**src/rtl/cvt_irq_pkg.sv**
```systemverilog
package cvt_irq_pkg;
   // status/enable bit positions (software-visible layout)
   localparam int unsigned BIT_RDY  = 0;
   localparam int unsigned BIT_SMP  = 1;
   localparam int unsigned BIT_EOC  = 2;
   localparam int unsigned BIT_EOS  = 3;
   localparam int unsigned BIT_OVR  = 4;
   localparam int unsigned BIT_IEOC = 5;
   localparam int unsigned BIT_IEOS = 6;
   localparam int unsigned BIT_WD0  = 7;
   localparam int unsigned N_FIXED  = 7;

   // word offsets on the register bus
   localparam int unsigned OFS_STATUS = 0;
   localparam int unsigned OFS_ENABLE = 1;
endpackage

```
**src/rtl/cvt_irq_flag.sv**
```systemverilog
module cvt_irq_flag (
   input  logic clk,
   input  logic rst_n,
   input  logic set_i,
   input  logic clr_i,
   output logic q_o
);
   // set has priority so a hardware event is never lost to a clear
   always_ff @(posedge clk) begin
      if (!rst_n)      q_o <= 1'b0;
      else if (set_i)  q_o <= 1'b1;
      else if (clr_i)  q_o <= 1'b0;
   end
endmodule

```
**src/rtl/cvt_irq_regif.sv**
```systemverilog
module cvt_irq_regif
   import cvt_irq_pkg::*;
#(
   parameter int unsigned DATA_W = 32,
   parameter int unsigned ADDR_W = 2,
   parameter int unsigned NFLAG  = 10
) (
   input  logic              clk,
   input  logic              rst_n,
   input  logic              bus_rd,
   input  logic              bus_wr,
   input  logic [ADDR_W-1:0] bus_addr,
   input  logic [DATA_W-1:0] bus_wdata,
   input  logic [NFLAG-1:0]  flags_i,
   output logic [NFLAG-1:0]  w1c_o,
   output logic [NFLAG-1:0]  en_o,
   output logic [DATA_W-1:0] bus_rdata
);
   localparam logic [ADDR_W-1:0] A_STATUS = ADDR_W'(OFS_STATUS);
   localparam logic [ADDR_W-1:0] A_ENABLE = ADDR_W'(OFS_ENABLE);

   logic sel_status, sel_enable;
   logic wdata_hi_unused;

   assign sel_status      = (bus_addr == A_STATUS);
   assign sel_enable      = (bus_addr == A_ENABLE);
   assign wdata_hi_unused = ^bus_wdata[DATA_W-1:NFLAG];

   // write-one-to-clear strobes toward the flag cells
   assign w1c_o = (bus_wr && sel_status) ? bus_wdata[NFLAG-1:0] : '0;

   always_ff @(posedge clk) begin
      if (!rst_n)                   en_o <= '0;
      else if (bus_wr && sel_enable) en_o <= bus_wdata[NFLAG-1:0];
   end

   always_comb begin
      bus_rdata = '0;
      if (bus_rd) begin
         if (sel_status)      bus_rdata[NFLAG-1:0] = flags_i;
         else if (sel_enable) bus_rdata[NFLAG-1:0] = en_o;
      end
   end
endmodule

```
**src/rtl/cvt_irq_combine.sv**
```systemverilog
module cvt_irq_combine #(
   parameter int unsigned NFLAG   = 10,
   parameter bit          IRQ_REG = 1'b0
) (
   input  logic             clk,
   input  logic             rst_n,
   input  logic [NFLAG-1:0] flags_i,
   input  logic [NFLAG-1:0] en_i,
   output logic             irq_o
);
   logic any_pend;
   assign any_pend = |(flags_i & en_i);

   if (IRQ_REG) begin : g_reg
      always_ff @(posedge clk) begin
         if (!rst_n) irq_o <= 1'b0;
         else        irq_o <= any_pend;
      end
   end else begin : g_comb
      logic unused_clk_rst;
      assign unused_clk_rst = clk ^ rst_n;
      assign irq_o = any_pend;
   end
endmodule

```
**src/rtl/cvt_irq_status.sv**
```systemverilog
module cvt_irq_status
   import cvt_irq_pkg::*;
#(
   parameter int unsigned DATA_W   = 32,
   parameter int unsigned ADDR_W   = 2,
   parameter int unsigned NUM_WDOG = 3,
   parameter bit          RDCLR_EN = 1'b1,
   parameter bit          IRQ_REG  = 1'b0
) (
   input  logic                clk,
   input  logic                rst_n,
   input  logic                bus_rd,
   input  logic                bus_wr,
   input  logic [ADDR_W-1:0]   bus_addr,
   input  logic [DATA_W-1:0]   bus_wdata,
   output logic [DATA_W-1:0]   bus_rdata,
   input  logic                ev_ready,
   input  logic                ev_smp_end,
   input  logic                ev_conv_end,
   input  logic                ev_seq_end,
   input  logic                ev_inj_conv_end,
   input  logic                ev_inj_seq_end,
   input  logic [NUM_WDOG-1:0] ev_wdog,
   input  logic                rd_reg_data,
   input  logic                rd_inj_data,
   output logic                irq
);
   localparam int unsigned NFLAG = N_FIXED + NUM_WDOG;

   if (NUM_WDOG < 1 || NFLAG >= DATA_W || ADDR_W < 1) begin : g_param_err
      $error("cvt_irq_status: NUM_WDOG, DATA_W or ADDR_W out of range");
   end

   logic [NFLAG-1:0] flag_q;
   logic [NFLAG-1:0] set_vec;
   logic [NFLAG-1:0] w1c_vec;
   logic [NFLAG-1:0] rdclr_vec;
   logic [NFLAG-1:0] clr_vec;
   logic [NFLAG-1:0] en_vec;

   // hardware set sources; overrun uses the pre-clear conversion flag
   always_comb begin
      set_vec           = '0;
      set_vec[BIT_RDY]  = ev_ready;
      set_vec[BIT_SMP]  = ev_smp_end;
      set_vec[BIT_EOC]  = ev_conv_end;
      set_vec[BIT_EOS]  = ev_seq_end;
      set_vec[BIT_OVR]  = ev_conv_end & flag_q[BIT_EOC];
      set_vec[BIT_IEOC] = ev_inj_conv_end;
      set_vec[BIT_IEOS] = ev_inj_seq_end;
      set_vec[NFLAG-1:BIT_WD0] = ev_wdog;
   end

   if (RDCLR_EN) begin : g_rdclr
      always_comb begin
         rdclr_vec           = '0;
         rdclr_vec[BIT_EOC]  = rd_reg_data;
         rdclr_vec[BIT_IEOC] = rd_inj_data;
      end
   end else begin : g_no_rdclr
      logic unused_rd;
      assign unused_rd = rd_reg_data ^ rd_inj_data;
      assign rdclr_vec = '0;
   end

   assign clr_vec = w1c_vec | rdclr_vec;

   for (genvar i = 0; i < NFLAG; i++) begin : g_flag
      cvt_irq_flag u_flag (
         .clk   (clk),
         .rst_n (rst_n),
         .set_i (set_vec[i]),
         .clr_i (clr_vec[i]),
         .q_o   (flag_q[i])
      );
   end

   cvt_irq_regif #(
      .DATA_W (DATA_W),
      .ADDR_W (ADDR_W),
      .NFLAG  (NFLAG)
   ) u_regif (
      .clk       (clk),
      .rst_n     (rst_n),
      .bus_rd    (bus_rd),
      .bus_wr    (bus_wr),
      .bus_addr  (bus_addr),
      .bus_wdata (bus_wdata),
      .flags_i   (flag_q),
      .w1c_o     (w1c_vec),
      .en_o      (en_vec),
      .bus_rdata (bus_rdata)
   );

   cvt_irq_combine #(
      .NFLAG   (NFLAG),
      .IRQ_REG (IRQ_REG)
   ) u_combine (
      .clk     (clk),
      .rst_n   (rst_n),
      .flags_i (flag_q),
      .en_i    (en_vec),
      .irq_o   (irq)
   );
endmodule

```
**config.mk**
```make
export PLATFORM = sky130hd
export DESIGN_NAME = cvt_irq_status
export DESIGN_NICKNAME = d
export VERILOG_FILES = /design/src/rtl/cvt_irq_pkg.sv /design/src/rtl/cvt_irq_flag.sv /design/src/rtl/cvt_irq_regif.sv /design/src/rtl/cvt_irq_combine.sv /design/src/rtl/cvt_irq_status.sv
export SDC_FILE = /design/constraint.sdc
export NUM_CORES = 1
export LEC_CHECK = 0
export CAP_MARGIN = 10
export CORE_MARGIN = 1
export CORE_UTILIZATION = 30
export CTS_BUF_LIST = sky130_fd_sc_hd__clkbuf_4
export DETAILED_ROUTE_END_ITERATION = 6
export DONT_BUFFER_PORTS = 1
export SLEW_MARGIN = 20
export SYNTH_ARGS = -nofsm -noshare
export SYNTH_HDL_FRONTEND = slang
export SYNTH_SLANG_ARGS = --single-unit
export TNS_END_PERCENT = 10
```
**constraint.sdc**
```tcl
create_clock -name clk -period 1.2 [get_ports clk]
set_input_delay 0.24 -clock clk [delete_from_list [all_inputs] [get_ports clk]]
set_output_delay 0.24 -clock clk [all_outputs]
set_load 0.005 [all_outputs]
```
After elaboration in Yosys (flattened, before gate mapping):

Index checks and enable logic that the tools add are counted.

* register bits after elaboration: 20
* input bits: 49
* logic and storage cells: 53

* eq/ne operators: 1
* multiplexer cells: 24
* bitwise operators: 3
* reductions and logical operators: 14

Operator list (number)
* two-way mux 10 bit: 4
* two-way mux 1 bit: 20
* nonzero test 2 bit: 10
* AND 10 bit: 1
* OR 10 x 6 -> 10 bit: 1
* OR reduction 10 bit: 1
* == test 2 x 1 -> 1 bit (second input constant): 1
* logical AND 1 bit: 2
* logical NOT 2 bit: 1
* AND 1 bit: 1

Depth between registers and ports, before layout:

Gate-level depths: netlist of the first run.

* depth after elaboration: 6
* depth in mapped cells: 4
* depth with buffers taken out: 3

Cells and area by module:

From an unflattened synthesis of the first run, not the netlist that was laid out.

* cells, all modules: 140
* area total of the unflattened synthesis: 1282.5 um2

By module, submodules not included
* cvt_irq_regif: times used 1, cells each 101, area each 798.3 um2, sequential area each 200.2 um2
* cvt_irq_flag: times used 10, cells each 3, area each 41.3 um2, sequential area each 20.0 um2
* cvt_irq_combine: times used 1, cells each 6, area each 52.6 um2, sequential area each 0.0 um2
* cvt_irq_status: times used 1, cells each 3, area each 18.8 um2, sequential area each 0.0 um2

Least setup slack after synthesis of the first run:

OpenSTA, ideal clock, no wires.

* kind: flip-flop to output port
* start point: register u_regif.en_o[5]
* end point: output irq
* arrival time: 839 ps
* slack: 121 ps
* cell stages (with the launch flop): 4
* buffers on the path: 0
* cell sequence: dfxtp_1 -> a22o_1 -> a221oi_1 -> nand4_1

* longest elaborated chain between the ends: 2

RTL lines
* start: declaration: line cvt_irq_regif.sv:16 `output logic [NFLAG-1:0] en_o,`
* start signal: assignment: line cvt_irq_regif.sv:34 `else if (bus_wr && sel_enable) en_o <= bus_wdata[NFLAG-1:0];`
* AND 10 bit: line cvt_irq_combine.sv:12 `assign any_pend = |(flags_i & en_i);`
* OR reduction 10 bit: line cvt_irq_combine.sv:12
* end: declaration: line cvt_irq_status.sv:26 `output logic irq`

No other way between the ends.

Worst setup path in the final report of the first run:

* start point: register g_flag[5].u_flag.q_o
* end point: output irq

* longest elaborated chain between the ends: 2

RTL lines
* start: declaration: line cvt_irq_flag.sv:6 `output logic q_o`
* start signal: assignment: line cvt_irq_flag.sv:10 `if (!rst_n) q_o <= 1'b0;`
* start signal: assignment: line cvt_irq_flag.sv:11 `else if (set_i) q_o <= 1'b1;`
* start signal: assignment: line cvt_irq_flag.sv:12 `else if (clr_i) q_o <= 1'b0;`
* AND 10 bit: line cvt_irq_combine.sv:12
* OR reduction 10 bit: line cvt_irq_combine.sv:12

No other way between the ends.

==> impl_metrics.csv, run 1 <==
group,metric,value,unit
run_status,status,"complete, but fails checks",
run_status,violations,"negative setup slack",
final_layout,drive_gt1_share,13.4,%
sta,min_period,1.48,ns
die,core-area,3440,sq um
final_layout,syn_to_final_growth,6.38,%
sta,fin_ws,-0.279,ns
synthesis,synth_area,1120,sq um
synthesis,synth_compound_area_share,14.1,%
detailed_routing,wl_per_cell,13.7,microns
detailed_routing,drc,0,
global_route,first_global_vias,800,
detailed_routing,via_count,848,
clocking,cts_buffers,3,
worst_setup_path,cp_data_arrival_time,1.24,ns
detailed_routing,drt_wl_total,2460,microns
die,initial_core_util,32.5,%
sta,fin_crit_sh,123,%
worst_hold_path,worstHoldPathType,"primary input to flip-flop",
detailed_routing,dr.first_iter.drc_count,7,
detailed_routing,wl_met3,277,microns
final_layout,ff_latch_area,409,sq um
die,die_h,63.1,microns
final_layout,antenna_cells,0,
clocking,clock_latency,0.29,ns
synthesis,synthAdderAreaFrac,0,%
detailed_routing,drt-met1-wl,986,microns
detailed_routing,ant_nets,0,
placed_design,globalplace.congestion,0.743,
synthesis,post_synth_and_or_nand_nor_area_fraction,11.6,%
detailed_routing,drt_pass1_iterations,5,
die,io_pins,82,
worst_setup_path,crit_type,"flip-flop to output pin",
clocking,cts_tree,"built",
detailed_routing,via_per_inst,4.71,
global_route,gr-total-overflow,0,
power_and_ir_drop,vdd.ir_drop.worst,0.445,mV
synthesis,ys_ff_latch,20,
sta,finalHoldViolations,0,
power_and_ir_drop,leakagePower,0.578,nW
die,fp.dieW,63.1,microns
final_layout,final_common_cell,"conb_1",
sta,finalMaxSlewViolations,0,
clocking,root_buffer,"clkbuf_4",
global_route,grt_usage,12.8,%
sta,fin_skew,0.000458,ns
detailed_routing,wl_met2,1190,microns
global_route,grt_max_degree,13,
placed_design,dpl.hpwl,1790,microns
final_layout,final_cell_mix,"conb_1 (22), mux2i_1 (20), nor2_1 (20), dfxtp_1 (13), inv_1 (8)",
worst_setup_path,worstSetupStartpointType,"flip-flop",
final_layout,final_util,34.6,%
worst_hold_path,hold_depth,1,
clocking,cts.reportedPaths.clkPinSlew,0.11,ns
synthesis,synth_top_family_by_area,"buffers and inverters",
power_and_ir_drop,finalPower,0.00122,W
synthesis,synth.area.mux_share,17.9,%
final_layout,fillers,362,
clocking,cts_buffer_depth,2,
global_route,grt_first_pass_wirelength,3940,microns
die,rows,21,
synthesis,ys_seq_area_share,35.8,%
worst_setup_path,r2r_setup_slack,0.39,ns
synthesis,synth_cell_types,22,
worst_setup_path,required,0.96,ns
synthesis,syn_area_per_cell,8.74,sq um
synthesis,synthXorXnorAreaFrac,0,%
flow_run,cap_violations,0,
sta,grt_setup_unrepaired,"true",
worst_setup_path,end_kind,"output pin",
die,dieArea,3980,sq um
clocking,htree_levels,1,
final_layout,nNetsFinal,184,
sta,hold_slack,0.0259,ns
synthesis,syn-instance-count,128,
global_route,antenna_found_initial,0,
power_and_ir_drop,p_per_area,1020,nW/um^2
worst_setup_path,worst-r2r-cell-count,4,
synthesis,synth_warnings,0,
final_layout,multiInputGateArea,577,sq um
placed_design,port_buffers,0,
worst_setup_path,cp_max_fo,2,
clocking,clock_sinks,20,
sta,fmax,676,MHz
detailed_routing,top_layer,"met3",
sta,finalSetupViolations,2,
## repair_timing
action                                  in CTS  in global routing
endpoints found under the setup margin       2                 10
hold buffers                                 0                  2
pin swaps                                    2                  0
endpoints found under the hold margin        0                  2
buffers inserted                             0                  0
gates resized for setup                      3                  5
## final timing paths
check,from,endpoint
setup / recovery,g_flag[5].u_flag.q_o,irq
setup reg to reg,g_flag[5].u_flag.q_o,g_flag[5].u_flag.q_o
hold / removal,bus_wdata[3],g_flag[3].u_flag.q_o
hold reg to reg,u_regif.en_o[0],u_regif.en_o[0]
## layout make-up
| cell class | count | share of cell area, % |
|---|---|---|
| timing repair buffer | 8 | 7.57 |
| multi-input combinational | 94 | 48.5 |
| clock inverter | 1 | 0.315 |
| tap | 46 | 4.84 |
| sequential | 20 | 34.4 |
| clock buffer | 3 | 1.89 |
| inverter | 8 | 2.52 |
## metal layers
metal / up-vias / global-route usage [%]
met3: 0 / 3.99
met5: - / 0
met4: 0 / 4.36
met2: 55 / 21.1
li1: 405 / -
met1: 388 / 15.5
## kinds of logic after synthesis
family / Yosys count
buf+inv: 35
simple gates: 27
compound gates: 25
mux: 20
flops: 20
other cells: 1
## flip-flops by register name, summed over array words and instances (netlist names)
name               cells
u_regif.en_o          10
g_flag.u_flag.q_o     10
## power breakdown
group / switching (W) / internal, W
registers: 0.0000277 / 0.000702
logic: 0.0000815 / 0.0000811
clock network: 0.000203 / 0.000121
total: 0.000312 / 0.000904
## cell usage after synthesis
cell type | number | area (sq um)
nor3b_4 | 1 | 18.8
dfxtp_1 | 20 | 400
nand2_1 | 1 | 3.75
buf_2 | 1 | 5.00
a22o_1 | 1 | 8.76
a31oi_1 | 7 | 43.8
o21a_1 | 2 | 15.0
buf_4 | 23 | 173
clkbuf_1 | 2 | 7.51
a22oi_1 | 3 | 22.5
mux2i_1 | 20 | 200
nand3b_1 | 1 | 7.51
a221oi_1 | 1 | 8.76
a21oi_1 | 3 | 15.0
nor2_1 | 20 | 75.1
conb_1 | 1 | 3.75
nand2b_1 | 3 | 18.8
buf_6 | 1 | 11.3
inv_1 | 8 | 30.0
o21ai_0 | 7 | 35.0
a311oi_1 | 1 | 8.76
nand4_1 | 1 | 6.26
## per-stage QoR
stage                     setup WS, ns  cell area (sq um)  std cells  setup TNS, ns
after floorplan                  0.121               1200        149              0
after global placement         -0.0178               1130        174        -0.0178
after detailed placement       -0.0567               1130        174        -0.0567
after CTS                       -0.310               1160        178         -0.324
after global routing            -0.348               1190        180         -0.591
final                           -0.279               1190        180         -0.285
## worst max-delay path, cell delays in order (launching register included)
cell      delay, ns
dfxtp_2        0.34
a22o_1         0.24
a221oi_2       0.20
nand4_1        0.16
Note: power is estimated with default switching activity, not from simulation.
==> inputs of run 2 (changes only) <==
- PLACE_DENSITY: not set -> 0.41
==> impl_metrics.csv, run 2 (synthesis results as in run 1) <==
group,metric,value,unit
die,dieArea,3980,sq um
flow_run,cap_violations,0,
global_route,grt_first_pass_wirelength,4070,microns
worst_setup_path,worstSetupStartpointType,"flip-flop",
clocking,cts_tree,"built",
clocking,root_buffer,"clkbuf_4",
sta,fin_crit_sh,124,%
final_layout,final_common_cell,"conb_1",
sta,finalMaxSlewViolations,0,
die,rows,21,
clocking,cts_buffer_depth,2,
worst_setup_path,r2r_setup_slack,0.38,ns
detailed_routing,via_per_inst,4.72,
detailed_routing,drt_pass1_iterations,4,
global_route,antenna_found_initial,0,
worst_setup_path,crit_path_start,"g_flag[5].u_flag.q_o",
sta,grt_setup_unrepaired,"true",
die,core-area,3440,sq um
placed_design,place_inst,174,
clocking,cts.reportedPaths.clkPinSlew,0.11,ns
worst_setup_path,path_cells,"a22o_1 > a221oi_2 > nand4_1",
sta,finalHoldViolations,0,
placed_design,globalplace.congestion,0.693,
clocking,htree_levels,1,
die,die_h,63.1,microns
final_layout,drive_gt1_share,16.0,%
detailed_routing,drt_wl_total,2530,microns
detailed_routing,dr.first_iter.drc_count,12,
worst_setup_path,cp_max_fo,2,
sta,fmax,671,MHz
final_layout,antenna_cells,0,
clocking,cts_hold_buf,0,
clocking,clock_latency,0.29,ns
detailed_routing,wl_per_cell,14.3,microns
power_and_ir_drop,vdd.ir_drop.worst,0.375,mV
run_status,violations,"negative setup slack",
power_and_ir_drop,leakagePower,0.566,nW
die,fp.dieW,63.1,microns
sta,min_period,1.49,ns
worst_setup_path,regToRegStartpoint,"g_flag[5].u_flag.q_o",
final_layout,nNetsFinal,182,
power_and_ir_drop,p_per_area,1040,nW/um^2
run_status,status,"complete, but fails checks",
worst_hold_path,worstHoldPathType,"primary input to flip-flop",
worst_setup_path,slowest_stage,"dfxtp_2",
placed_design,port_buffers,0,
power_and_ir_drop,finalPower,0.00120,W
worst_setup_path,cp_data_arrival_time,1.25,ns
worst_setup_path,cpLargestDelayFamily,"compound AO/OA/AOI/OAI gates",
clocking,cts_buffers,3,
worst_setup_path,cpPeakStageDelay,0.34,ns
die,io_pins,82,
detailed_routing,drc,0,
worst_setup_path,path_buf_inv,0,
final_layout,fin_cells,177,
sta,fin_ws,-0.291,ns
global_route,gr-total-overflow,0,
detailed_routing,via_count,836,
global_route,first_global_vias,813,
global_route,grt_max_degree,13,
worst_hold_path,min_from,"bus_wdata[1]",
final_layout,largestRegisters,"g_flag.u_flag.q_o: 10 flops, u_regif.en_o: 10 flops",
die,initial_core_util,32.5,%
clocking,clock_sinks,20,
final_layout,final_cell_mix,"conb_1 (22), mux2i_1 (20), nor2_1 (20), dfxtp_2 (10), dfxtp_1 (10)",
detailed_routing,ant_nets,0,
global_route,grt_usage,13.5,%
worst_setup_path,end_kind,"output pin",
sta,finalSetupViolations,1,
final_layout,fillers,380,
final_layout,syn_to_final_growth,3.47,%
sta,fin_skew,0.0000224,ns
worst_setup_path,crit_type,"flip-flop to output pin",
placed_design,dpl.hpwl,1860,microns
worst_setup_path,required,0.96,ns
==> run 2: cell count changes in the layout (fill, tap and decap cells not counted), sizes merged <==
cell / previous run / this run
clkinv: 1 / 0
dlygate4sd3: 2 / 0
==> run 2: cell type report <==
type                       count  area [sq um]  area share (%)
multi-input combinational     94           577            49.8
sequential                    20           413            35.7
timing repair buffer           6          57.6            4.97
tap                           46          57.6            4.97
inverter                       8          30.0            2.59
clock buffer                   3          22.5            1.95
==> run 2: worst register-to-register path: cells and delay by family, from the launching register on <==
kind | cells | cell delay (ns)
compound gates | 2 | 0.21
flops | 1 | 0.34
buf+inv | 1 | 0.12
simple gates | 1 | 0.06
==> run 2: repair_timing <==
action	CTS	global route
setup buffers	0	0
endpoints found under the setup margin	3	10
pin swaps	2	0
resized for setup	4	7
==> run 2: path summary, 6_finish.rpt <==
check                           cells after the start              endpoint
worst min-delay path                                1  g_flag[1].u_flag.q_o
worst max register to register                      4  g_flag[5].u_flag.q_o
worst max-delay path                                3                   irq
worst min register to register                      2       u_regif.en_o[7]
==> run 2: routing by layer <==
metal	track usage, %	part of all wire, %	vias up
li1	-	-	403
met1	17.5	45	386
met2	21.5	47	45
met3	3.08	6.5	2
met4	5.23	0.95	0
met5	0	0	-
==> run 2: report_power, final <==
| group | total, W | internal, W | switching (W) |
|---|---|---|---|
| clock network | 0.000318 | 0.000117 | 0.000202 |
| registers | 0.000731 | 0.000703 | 0.0000281 |
| logic | 0.000153 | 0.0000737 | 0.0000790 |
==> run 2: per-stage QoR <==
step	worst slack, ns	TNS [ns]	utilization (%)	hold slack [ns]	instance area [sq um]
floorplan	0.121	0	-	0.340	1200
global placement	-0.0179	-0.0179	32.4	0.341	1120
detailed placement	-0.0285	-0.0285	32.4	0.344	1120
CTS	-0.306	-0.325	33.4	0.0151	1150
global route	-0.359	-0.542	33.6	0.00484	1160
finish	-0.291	-0.291	33.6	0.0270	1160
